--- config.mk ---
export PLATFORM = sky130hd
export DESIGN_NAME = adc_serial_host
export DESIGN_NICKNAME = d
export VERILOG_FILES = /design/src/rtl/adc_host_pkg.sv /design/src/rtl/ash_tick.sv /design/src/rtl/ash_shift.sv /design/src/rtl/ash_ctrl.sv /design/src/rtl/adc_serial_host.sv
export SDC_FILE = /design/constraint.sdc
export NUM_CORES = 1
export LEC_CHECK = 0
export ABC_AREA = 1
export BUFFER_PORTS_ARGS = -buffer_cell sky130_fd_sc_hd__buf_2
export CAP_MARGIN = 20
export CELL_PAD_IN_SITES_DETAIL_PLACEMENT = 0
export CELL_PAD_IN_SITES_GLOBAL_PLACEMENT = 1
export CORE_UTILIZATION = 43
export DETAILED_ROUTE_END_ITERATION = 10
export PLACE_DENSITY = 0.84
export REMOVE_ABC_BUFFERS = 1
export SYNTH_ARGS = -nofsm -noshare
export SYNTH_HDL_FRONTEND = slang
export SYNTH_HIERARCHICAL = 1
export SYNTH_SLANG_ARGS = --single-unit
--- constraint.sdc ---
create_clock -name clk -period 2.7 [get_ports clk]
set_input_delay 0.81 -clock clk [delete_from_list [all_inputs] [get_ports clk]]
set_output_delay 0.81 -clock clk [all_outputs]
set_load 0.02 [all_outputs]
--- src/rtl/adc_host_pkg.sv ---
package adc_host_pkg;

  typedef enum logic [2:0] {
    ST_IDLE,
    ST_SETUP,
    ST_LOW,
    ST_HIGH,
    ST_QUIET
  } ash_state_e;

  function automatic int max3(input int a, input int b, input int c);
    int m;
    m = (a > b) ? a : b;
    return (m > c) ? m : c;
  endfunction

endpackage

--- src/rtl/ash_tick.sv ---
module ash_tick #(
  parameter int W = 4
) (
  input  logic         clk,
  input  logic         rst,
  input  logic         load,
  input  logic [W-1:0] load_val,
  output logic         zero
);
  logic [W-1:0] cnt_q;

  always_ff @(posedge clk) begin
    if (rst)               cnt_q <= '0;
    else if (load)         cnt_q <= load_val;
    else if (cnt_q != '0)  cnt_q <= cnt_q - 1'b1;
  end

  assign zero = (cnt_q == '0);
endmodule

--- src/rtl/ash_shift.sv ---
module ash_shift #(
  parameter int N = 16
) (
  input  logic         clk,
  input  logic         rst,
  input  logic         load,
  input  logic [N-1:0] load_word,
  input  logic         adv,
  input  logic         cap,
  input  logic         cap_bit,
  output logic         tx_msb,
  output logic [N-1:0] rx_word
);
  logic [N-1:0] tx_q;
  logic [N-1:0] rx_q;

  always_ff @(posedge clk) begin
    if (rst)       tx_q <= '0;
    else if (load) tx_q <= load_word;
    else if (adv)  tx_q <= {tx_q[N-2:0], 1'b0};
  end

  always_ff @(posedge clk) begin
    if (rst)      rx_q <= '0;
    else if (cap) rx_q <= {rx_q[N-2:0], cap_bit};
  end

  assign tx_msb  = tx_q[N-1];
  assign rx_word = rx_q;
endmodule

--- src/rtl/ash_ctrl.sv ---
module ash_ctrl
  import adc_host_pkg::*;
#(
  parameter int N         = 16,
  parameter int HALF_CYC  = 2,
  parameter int SETUP_CYC = 3,
  parameter int QUIET_CYC = 5
) (
  input  logic clk,
  input  logic rst,
  input  logic req_valid,
  output logic req_ready,
  output logic busy,
  output logic cs_n,
  output logic sclk,
  output logic ld_word,
  output logic adv,
  output logic cap,
  output logic frame_done
);
  localparam int MAXV = max3(HALF_CYC, SETUP_CYC, QUIET_CYC);
  localparam int TW   = $clog2(MAXV + 1);
  localparam int BW   = $clog2(N);

  ash_state_e      state_q;
  logic            cs_n_q, sclk_q;
  logic [BW-1:0]   bit_q;
  logic            tick_load, tick_zero;
  logic [TW-1:0]   tick_val;
  logic            accept, last, fall_now, rise_now, done_now, quiet_end;

  ash_tick #(.W(TW)) u_tick (
    .clk(clk), .rst(rst), .load(tick_load), .load_val(tick_val), .zero(tick_zero)
  );

  assign accept    = (state_q == ST_IDLE) && req_valid;
  assign last      = (bit_q == BW'(N - 1));
  assign fall_now  = tick_zero && ((state_q == ST_SETUP) || ((state_q == ST_HIGH) && !last));
  assign rise_now  = tick_zero && (state_q == ST_LOW);
  assign done_now  = tick_zero && (state_q == ST_HIGH) && last;
  assign quiet_end = tick_zero && (state_q == ST_QUIET);

  always_comb begin
    tick_load = accept || fall_now || rise_now || done_now;
    if (accept)        tick_val = TW'(SETUP_CYC - 1);
    else if (done_now) tick_val = TW'(QUIET_CYC - 1);
    else               tick_val = TW'(HALF_CYC - 1);
  end

  always_ff @(posedge clk) begin
    if (rst) begin
      state_q <= ST_IDLE;
      cs_n_q  <= 1'b1;
      sclk_q  <= 1'b1;
      bit_q   <= '0;
    end else begin
      if (accept) begin
        state_q <= ST_SETUP;
        cs_n_q  <= 1'b0;
        bit_q   <= '0;
      end
      if (fall_now) begin
        state_q <= ST_LOW;
        sclk_q  <= 1'b0;
        if (state_q == ST_HIGH) bit_q <= bit_q + 1'b1;
      end
      if (rise_now) begin
        state_q <= ST_HIGH;
        sclk_q  <= 1'b1;
      end
      if (done_now) begin
        state_q <= ST_QUIET;
        cs_n_q  <= 1'b1;
      end
      if (quiet_end) state_q <= ST_IDLE;
    end
  end

  assign req_ready  = (state_q == ST_IDLE);
  assign busy       = (state_q != ST_IDLE);
  assign cs_n       = cs_n_q;
  assign sclk       = sclk_q;
  assign ld_word    = accept;
  assign adv        = rise_now && !last;
  assign cap        = fall_now;
  assign frame_done = done_now;

  // gap watcher for the quiet-interval rule
  logic [TW-1:0] gap_q;
  always_ff @(posedge clk) begin
    if (rst)                         gap_q <= TW'(QUIET_CYC);
    else if (!cs_n_q)                gap_q <= '0;
    else if (gap_q < TW'(QUIET_CYC)) gap_q <= gap_q + 1'b1;
  end

  AST_SCLK_REST_HIGH: assert property (@(posedge clk) disable iff (rst)
    cs_n |-> sclk);
  AST_BUSY_FROM_REQ: assert property (@(posedge clk) disable iff (rst)
    $rose(busy) |-> $past(req_valid));
  AST_QUIET_GAP: assert property (@(posedge clk) disable iff (rst)
    $fell(cs_n) |-> (gap_q >= TW'(QUIET_CYC)));
  AST_CS_BEFORE_CLOCK: assert property (@(posedge clk) disable iff (rst)
    $fell(cs_n) |-> sclk);
endmodule

--- src/rtl/adc_serial_host.sv ---
module adc_serial_host #(
  parameter int ID_W      = 3,
  parameter int CODE_W    = 13,
  parameter int SAMPLE_W  = 16,
  parameter int HALF_CYC  = 2,
  parameter int SETUP_CYC = 3,
  parameter int QUIET_CYC = 5
) (
  input  logic                       clk,
  input  logic                       rst,
  input  logic                       req_valid,
  output logic                       req_ready,
  input  logic [ID_W+CODE_W-1:0]     req_word,
  output logic                       busy,
  output logic                       rsp_valid,
  output logic [ID_W-1:0]            rsp_chan,
  output logic [SAMPLE_W-1:0]        rsp_sample,
  output logic                       cs_n,
  output logic                       sclk,
  output logic                       din,
  input  logic                       dout
);
  localparam int FRAME_W = ID_W + CODE_W;
  localparam int EXT_W   = SAMPLE_W - CODE_W;

  logic               ld_word, adv, cap, frame_done;
  logic [FRAME_W-1:0] rx_word;

  ash_ctrl #(
    .N(FRAME_W), .HALF_CYC(HALF_CYC), .SETUP_CYC(SETUP_CYC), .QUIET_CYC(QUIET_CYC)
  ) u_ctrl (
    .clk(clk), .rst(rst), .req_valid(req_valid), .req_ready(req_ready),
    .busy(busy), .cs_n(cs_n), .sclk(sclk), .ld_word(ld_word), .adv(adv),
    .cap(cap), .frame_done(frame_done)
  );

  ash_shift #(.N(FRAME_W)) u_shift (
    .clk(clk), .rst(rst), .load(ld_word), .load_word(req_word), .adv(adv),
    .cap(cap), .cap_bit(dout), .tx_msb(din), .rx_word(rx_word)
  );

  always_ff @(posedge clk) begin
    if (rst) begin
      rsp_valid  <= 1'b0;
      rsp_chan   <= '0;
      rsp_sample <= '0;
    end else begin
      rsp_valid <= frame_done;
      if (frame_done) begin
        rsp_chan   <= rx_word[FRAME_W-1:CODE_W];
        rsp_sample <= {{EXT_W{rx_word[CODE_W-1]}}, rx_word[CODE_W-1:0]};
      end
    end
  end

  AST_VALID_SINGLE: assert property (@(posedge clk) disable iff (rst)
    rsp_valid |=> !rsp_valid);
  AST_VALID_AT_CS_RISE: assert property (@(posedge clk) disable iff (rst)
    rsp_valid |-> (cs_n && $rose(cs_n)));
  AST_DIN_STEADY_AT_FALL: assert property (@(posedge clk) disable iff (rst)
    $fell(sclk) |-> $stable(din));
endmodule

==> Word level (Yosys, flattened, before mapping) <==
Cells that the tools add are included.
{ "classes": {"add_sub_neg": 2, "n_eq_ne": 5, "muxes": 13, "reduce_logical": 25} }
{ "op_table": {"columns": ["cell", "count"], "rows": [
  ["$mux 16", 2],
  ["$mux 3", 8],
  ["$mux 4", 3],
  ["$reduce_bool 3->1", 3],
  ["$logic_and 1x1->1", 8],
  ["$eq 3x2->1 const B", 2],
  ["$logic_not 3->1", 2],
  ["$reduce_or 2->1", 3],
  ["$add 4x1->4 const B", 1],
  ["$eq 4x4->1 const B", 1],
  ["$logic_or 1x1->1", 4],
  ["$reduce_bool 2->1", 2],
  ["$reduce_bool 4->1", 1],
  ["$eq 3x1->1 const B", 1],
  ["$eq 3x3->1 const B", 1],
  ["$reduce_or 3->1", 1],
  ["$sub 3x1->3 const B", 1],
  ["$logic_not 1->1", 1]
]} }
{ "totals": {"ff_bits": 61, "in_bits": 20, "output_inout_bits": 25, "elab_cells": 56} }

==> Logic depth before layout (Yosys ltp) <==
{ "depth": {"depth_word": 9, "ltp_mapped": 15, "depth_no_buf": 15} }

==> Modules after synthesis <==
The synthesis kept the hierarchy.
{ "by_module_without_submodules": {"columns": ["mod", "n_inst", "cells_per_inst", "area_per_inst_um2", "seq_area_each_um2"], "rows": [
  ["ash_shift", 1, 190, 1345.0, 640.6],
  ["adc_serial_host", 1, 108, 789.5, 340.3],
  ["ash_ctrl", 1, 78, 516.7, 180.2],
  ["ash_tick", 1, 28, 198.9, 60.1]
]} }

==> Worst setup path before layout <==
No wires, ideal clock.
{ "synth_path": {"path_type": "register to register", "from": "register u_ctrl.u_tick.cnt_q[0]", "to": "register u_shift.tx_q[10]", "setup_ns": 0.109, "arrival_time_ns": 1.612, "required_time_ns": 2.591, "path_slack_ns": 0.979, "stages_incl_launch_ff": 14, "path_buffers": 2, "synth_period_minus_slack_ns": 1.721, "path_cell_list": "dfxtp_1 inv_1 ha_1 inv_1 nor2_1 nand4_1 a31oi_1 buf_4 nor2_8 buf_6 nand2_1 nand3_1 nand2_1 inv_1"} }
{ "synth_via": {"elab_chain_cells": 4} }
{ "synth_rtl": {"columns": ["item", "line", "source"], "rows": [
  ["from (decl)", "ash_tick.sv:10", "logic [W-1:0] cnt_q;"],
  ["from (signal assigned)", "ash_tick.sv:14", "else if (load) cnt_q <= load_val;"],
  ["from (signal assigned)", "ash_tick.sv:15", "else if (cnt_q != '0) cnt_q <= cnt_q - 1'b1;"],
  ["$logic_not 3->1", "ash_tick.sv:18", "assign zero = (cnt_q == '0);"],
  ["via u_ctrl.tick_zero", "ash_ctrl.sv:28", "logic tick_load, tick_zero;"],
  ["$logic_and 1x1->1", "ash_ctrl.sv:39", "assign rise_now = tick_zero && (state_q == ST_LOW);"],
  ["$logic_and 1x1->1", "ash_ctrl.sv:84", "assign adv = rise_now && !last;"],
  ["via adv", "adc_serial_host.sv:26", "logic ld_word, adv, cap, frame_done;"],
  ["$reduce_bool 2->1 (no source line)", null, null],
  ["to (signal assigned)", "ash_shift.sv:19", "else if (load) tx_q <= load_word;"],
  ["to (signal assigned)", "ash_shift.sv:20", "else if (adv) tx_q <= {tx_q[N-2:0], 1'b0};"],
  ["to (decl)", "ash_shift.sv:14", "logic [N-1:0] tx_q;"]
]} }
The timed path passes the listed nets, and every way through them passes these cells.
A chain may end at the register's enable or synchronous reset.

==> Final worst setup path <==
{ "layout_path": {"from": "register u_ctrl.u_tick.cnt_q[0]", "to": "register u_ctrl.u_tick.cnt_q[1]"} }
{ "layout_via": {"word_cells_on_any_way": 13, "classes_between": "add/sub (1); mux (2); reduce/logical (10)"} }
{ "layout_lines": {"columns": ["item", "line", "source"], "rows": [
  ["$logic_not 3->1 *", "ash_tick.sv:18", null],
  ["via u_ctrl.tick_zero", "ash_ctrl.sv:28", null],
  ["$logic_and 1x1->1 * (2 in a row)", "ash_ctrl.sv:40", "assign done_now = tick_zero && (state_q == ST_HIGH) && last;"],
  ["via frame_done", "adc_serial_host.sv:26", null],
  ["$logic_or 1x1->1 *", "ash_ctrl.sv:44", "tick_load = accept || fall_now || rise_now || done_now;"],
  ["via u_ctrl.tick_load", "ash_ctrl.sv:28", null],
  ["$mux 3 / $reduce_bool 2->1 (equally long branches)", null, null]
]} }
Mark *: on every way through the listed nets, which the timed path passes. The rest lies on a longest branch. The select of a mux whose other input is x is not followed.

==> flow_summary.json <==
{
  "min_period_ns": 2.140,
  "rsz0062_at_grt": "no",
  "p_leak_nw": 1.647,
  "yosysWarnings": 6,
  "power.density_nw_per_um2": 861.7,
  "clkSlewWorstSetupHoldPaths_ns": 0.07,
  "cts_tree": "built",
  "r2r-end": "u_ctrl/u_tick/cnt_q[1]",
  "grt_max_degree": 25,
  "setup_viol": 0,
  "die-area_um2": 6958,
  "netlist_instances": 404,
  "layout_common_cells": "101 x nand2_1, 69 x nor2_1, 61 x dfxtp_1",
  "antenna_found_initial": 0,
  "io_buffers": 44,
  "cp.arrival_ns": 2.37,
  "wire_per_inst_um": 10.55,
  "insertion_delay_ns": 0.34,
  "synth_cell_types": 27,
  "layout-drive-gt1-share": 0.2205,
  "synth_top_flop_cell": "dfxtp_1",
  "cp_max_fo": 18,
  "syn2layout_area_growth_pct": 12.91,
  "num_rows": 29,
  "fin_worst_skew_ns": 0.007871,
  "die_h_um": 83.42,
  "io_pins": 45,
  "worst_slew_pin_slew_ns": 0.6742,
  "ir_drop_mv": 0.3725,
  "grt_pass1_vias": 2289,
  "gp_congestion": 0.7621,
  "track_usage": 0.1754,
  "first_pass_iters": 4,
  "rr_worst_depth": 15,
  "rr_startpoint": "u_ctrl/u_tick/cnt_q[0]",
  "postCtsSetupBuffers": 0,
  "via_count": 2398,
  "r2r_setup_slack_ns": 0.56,
  "final_common_cell": "nand2_1",
  "synth_edf_count": 0,
  "syn_area_um2": 2850,
  "post_synth.cell_area_avg_um2": 7.055,
  "cts_hold_buf": 0,
  "clock_path_buffers": 2,
  "clock_sinks": 61,
  "max_slew_margin": 0.5500,
  "grt_overflow_total": 0,
  "start_kind": "register",
  "critPathCaptureType": "register",
  "criticalPathCategory": "register to register",
  "dp_hpwl_um": 3640,
  "hold_start": "u_ctrl/sclk",
  "drc": 0,
  "ys_ff_latch": 61,
  "ant_nets": 0,
  "numCtsBuffers": 9,
  "min_to": "u_ctrl/sclk",
  "core_region_area_um2": 6386,
  "holdPathStages": 2,
  "die-width_um": 83.42,
  "cts-resized-gates": 0,
  "critPathRequiredTime_ns": 2.93,
  "fin_tns_setup_ns": 0,
  "htree_levels": 3,
  "drt-vias-per-instance": 4.559,
  "yosysSeqAreaShare": 0.4284,
  "maxCapViolations": 0,
  "grt_pass1_wl_um": 9825,
  "async_flop_share": 0,
  "antenna_cells": 0,
  "power_mw": 2.773,
  "utilization": 0.5039,
  "cts_root_buf": "clkbuf_8",
  "fmax_mhz": 467.4,
  "hold_viol_final": 0,
  "start_util": 0.4463,
  "fin_crit_sh": 0.7924,
  "slew_viol_final": 0,
  "status": "finished clean",
  "hold_path_class": "register to register",
  "wl_um": 5550,
  "drt_iter0_drc": 80,
  "finalNetCount": 467
}
-- power breakdown --
group          switching [mW]  internal, mW  total (mW)
clock network           0.350         0.449       0.799
logic                   0.529         0.277       0.807
registers               0.106          1.06        1.17
total                   0.985          1.79        2.77
-- how the worst max path moves through the flow --
stage / start / endpoint / slack (ns) / cells after the start
2_1_floorplan: u_ctrl/u_tick/cnt_q[0] / u_shift/tx_q[10] / 0.42 / 11
3_3_place_gp: u_ctrl/u_tick/cnt_q[0] / u_ctrl/u_tick/cnt_q[1] / 0.67 / 15
3_5_place_dp: u_ctrl/u_tick/cnt_q[0] / u_ctrl/u_tick/cnt_q[1] / 0.59 / 15
4_1_cts: u_ctrl/u_tick/cnt_q[0] / u_ctrl/u_tick/cnt_q[1] / 0.56 / 15
5_1_grt: u_ctrl/u_tick/cnt_q[0] / u_ctrl/u_tick/cnt_q[1] / 0.32 / 15
6_report: u_ctrl/u_tick/cnt_q[0] / u_ctrl/u_tick/cnt_q[1] / 0.56 / 15
-- kinds of logic (layout without fill, tap and decap cells) --
| group | after synthesis | count (layout) | share of synthesized area |
|---|---|---|---|
| xor+xnor | 1 | 1 | 0.003073 |
| fa+ha+maj | 3 | 3 | 0.01317 |
| flops | 61 | 61 | 0.4284 |
| compound gates | 30 | 30 | 0.05620 |
| buf+inv | 76 | 121 | 0.1365 |
| simple gates | 233 | 233 | 0.3626 |
-- stage by stage --
stage / setup slack [ns] / hold WS [ns] / cells / instance area [µm²]
6_report: 0.5604 / 0.4612 / 526 / 3218
4_1_cts: 0.5602 / 0.4646 / 526 / 3218
2_1_floorplan: 0.4177 / 0.4355 / 384 / 2671
3_5_place_dp: 0.5936 / 0.4482 / 510 / 3025
5_1_grt: 0.3216 / 0.4882 / 526 / 3218
3_3_place_gp: 0.6710 / 0.4472 / 510 / 3025
-- sequential cells by signal (all words and copies together), names as in the netlist --
register	cells
u_shift/rx_word	16
u_shift/tx_q	16
rsp_sample	13
u_ctrl/bit_q	4
rsp_chan	3
u_ctrl/state_q	3
u_ctrl/u_tick/cnt_q	3
rsp_valid	1
u_ctrl/cs_n	1
u_ctrl/sclk	1
-- cell type report --
cell class | instances | area, µm²
Clock buffer | 12 | 145.1
Clock inverter | 4 | 47.55
Fill cell | 651 | 3168
Inverter | 56 | 210.2
Multi-Input combinational cell | 267 | 1240
Sequential cell | 61 | 1221
Tap cell | 77 | 96.34
Timing Repair Buffer | 49 | 257.7
-- worst max-delay path: stages (launching register included) --
cell and delay, ns:
dfxtp_1 0.33, inv_1 0.08, ha_1 0.20, inv_1 0.05
nor2_1 0.16, inv_1 0.10, nor2_4 0.13, nand2_1 0.15
inv_2 0.29, nor2_2 0.08, nand3_2 0.12, inv_2 0.07
nand3_2 0.10, inv_1 0.04, nor2_1 0.09, nor2_1 0.05
-- per-layer routing --
layer / vias to the layer above / share of wire / track usage
met5: - / 0 / 0
met4: 0 / 0.021 / 0.08937
met3: 11 / 0.039 / 0.04672
met2: 36 / 0.44 / 0.2824
met1: 1052 / 0.50 / 0.2157
li1: 1299 / - / -
-- cells in the mapped netlist (3+ instances only) --
cell	n	share of area
nand2_1	101	0.13
nor2_1	69	0.091
dfxtp_1	61	0.43
inv_1	51	0.067
nand3_1	29	0.051
o21ai_0	18	0.032
nor2_2	12	0.026
nand2_2	11	0.024
a21oi_1	8	0.014
buf_4	7	0.018
buf_6	6	0.024
inv_2	5	0.0066
nand3_2	5	0.018
nand4_1	4	0.0088
buf_2	3	0.0053
ha_1	3	0.013
Power figures use the tool's default switching activity.
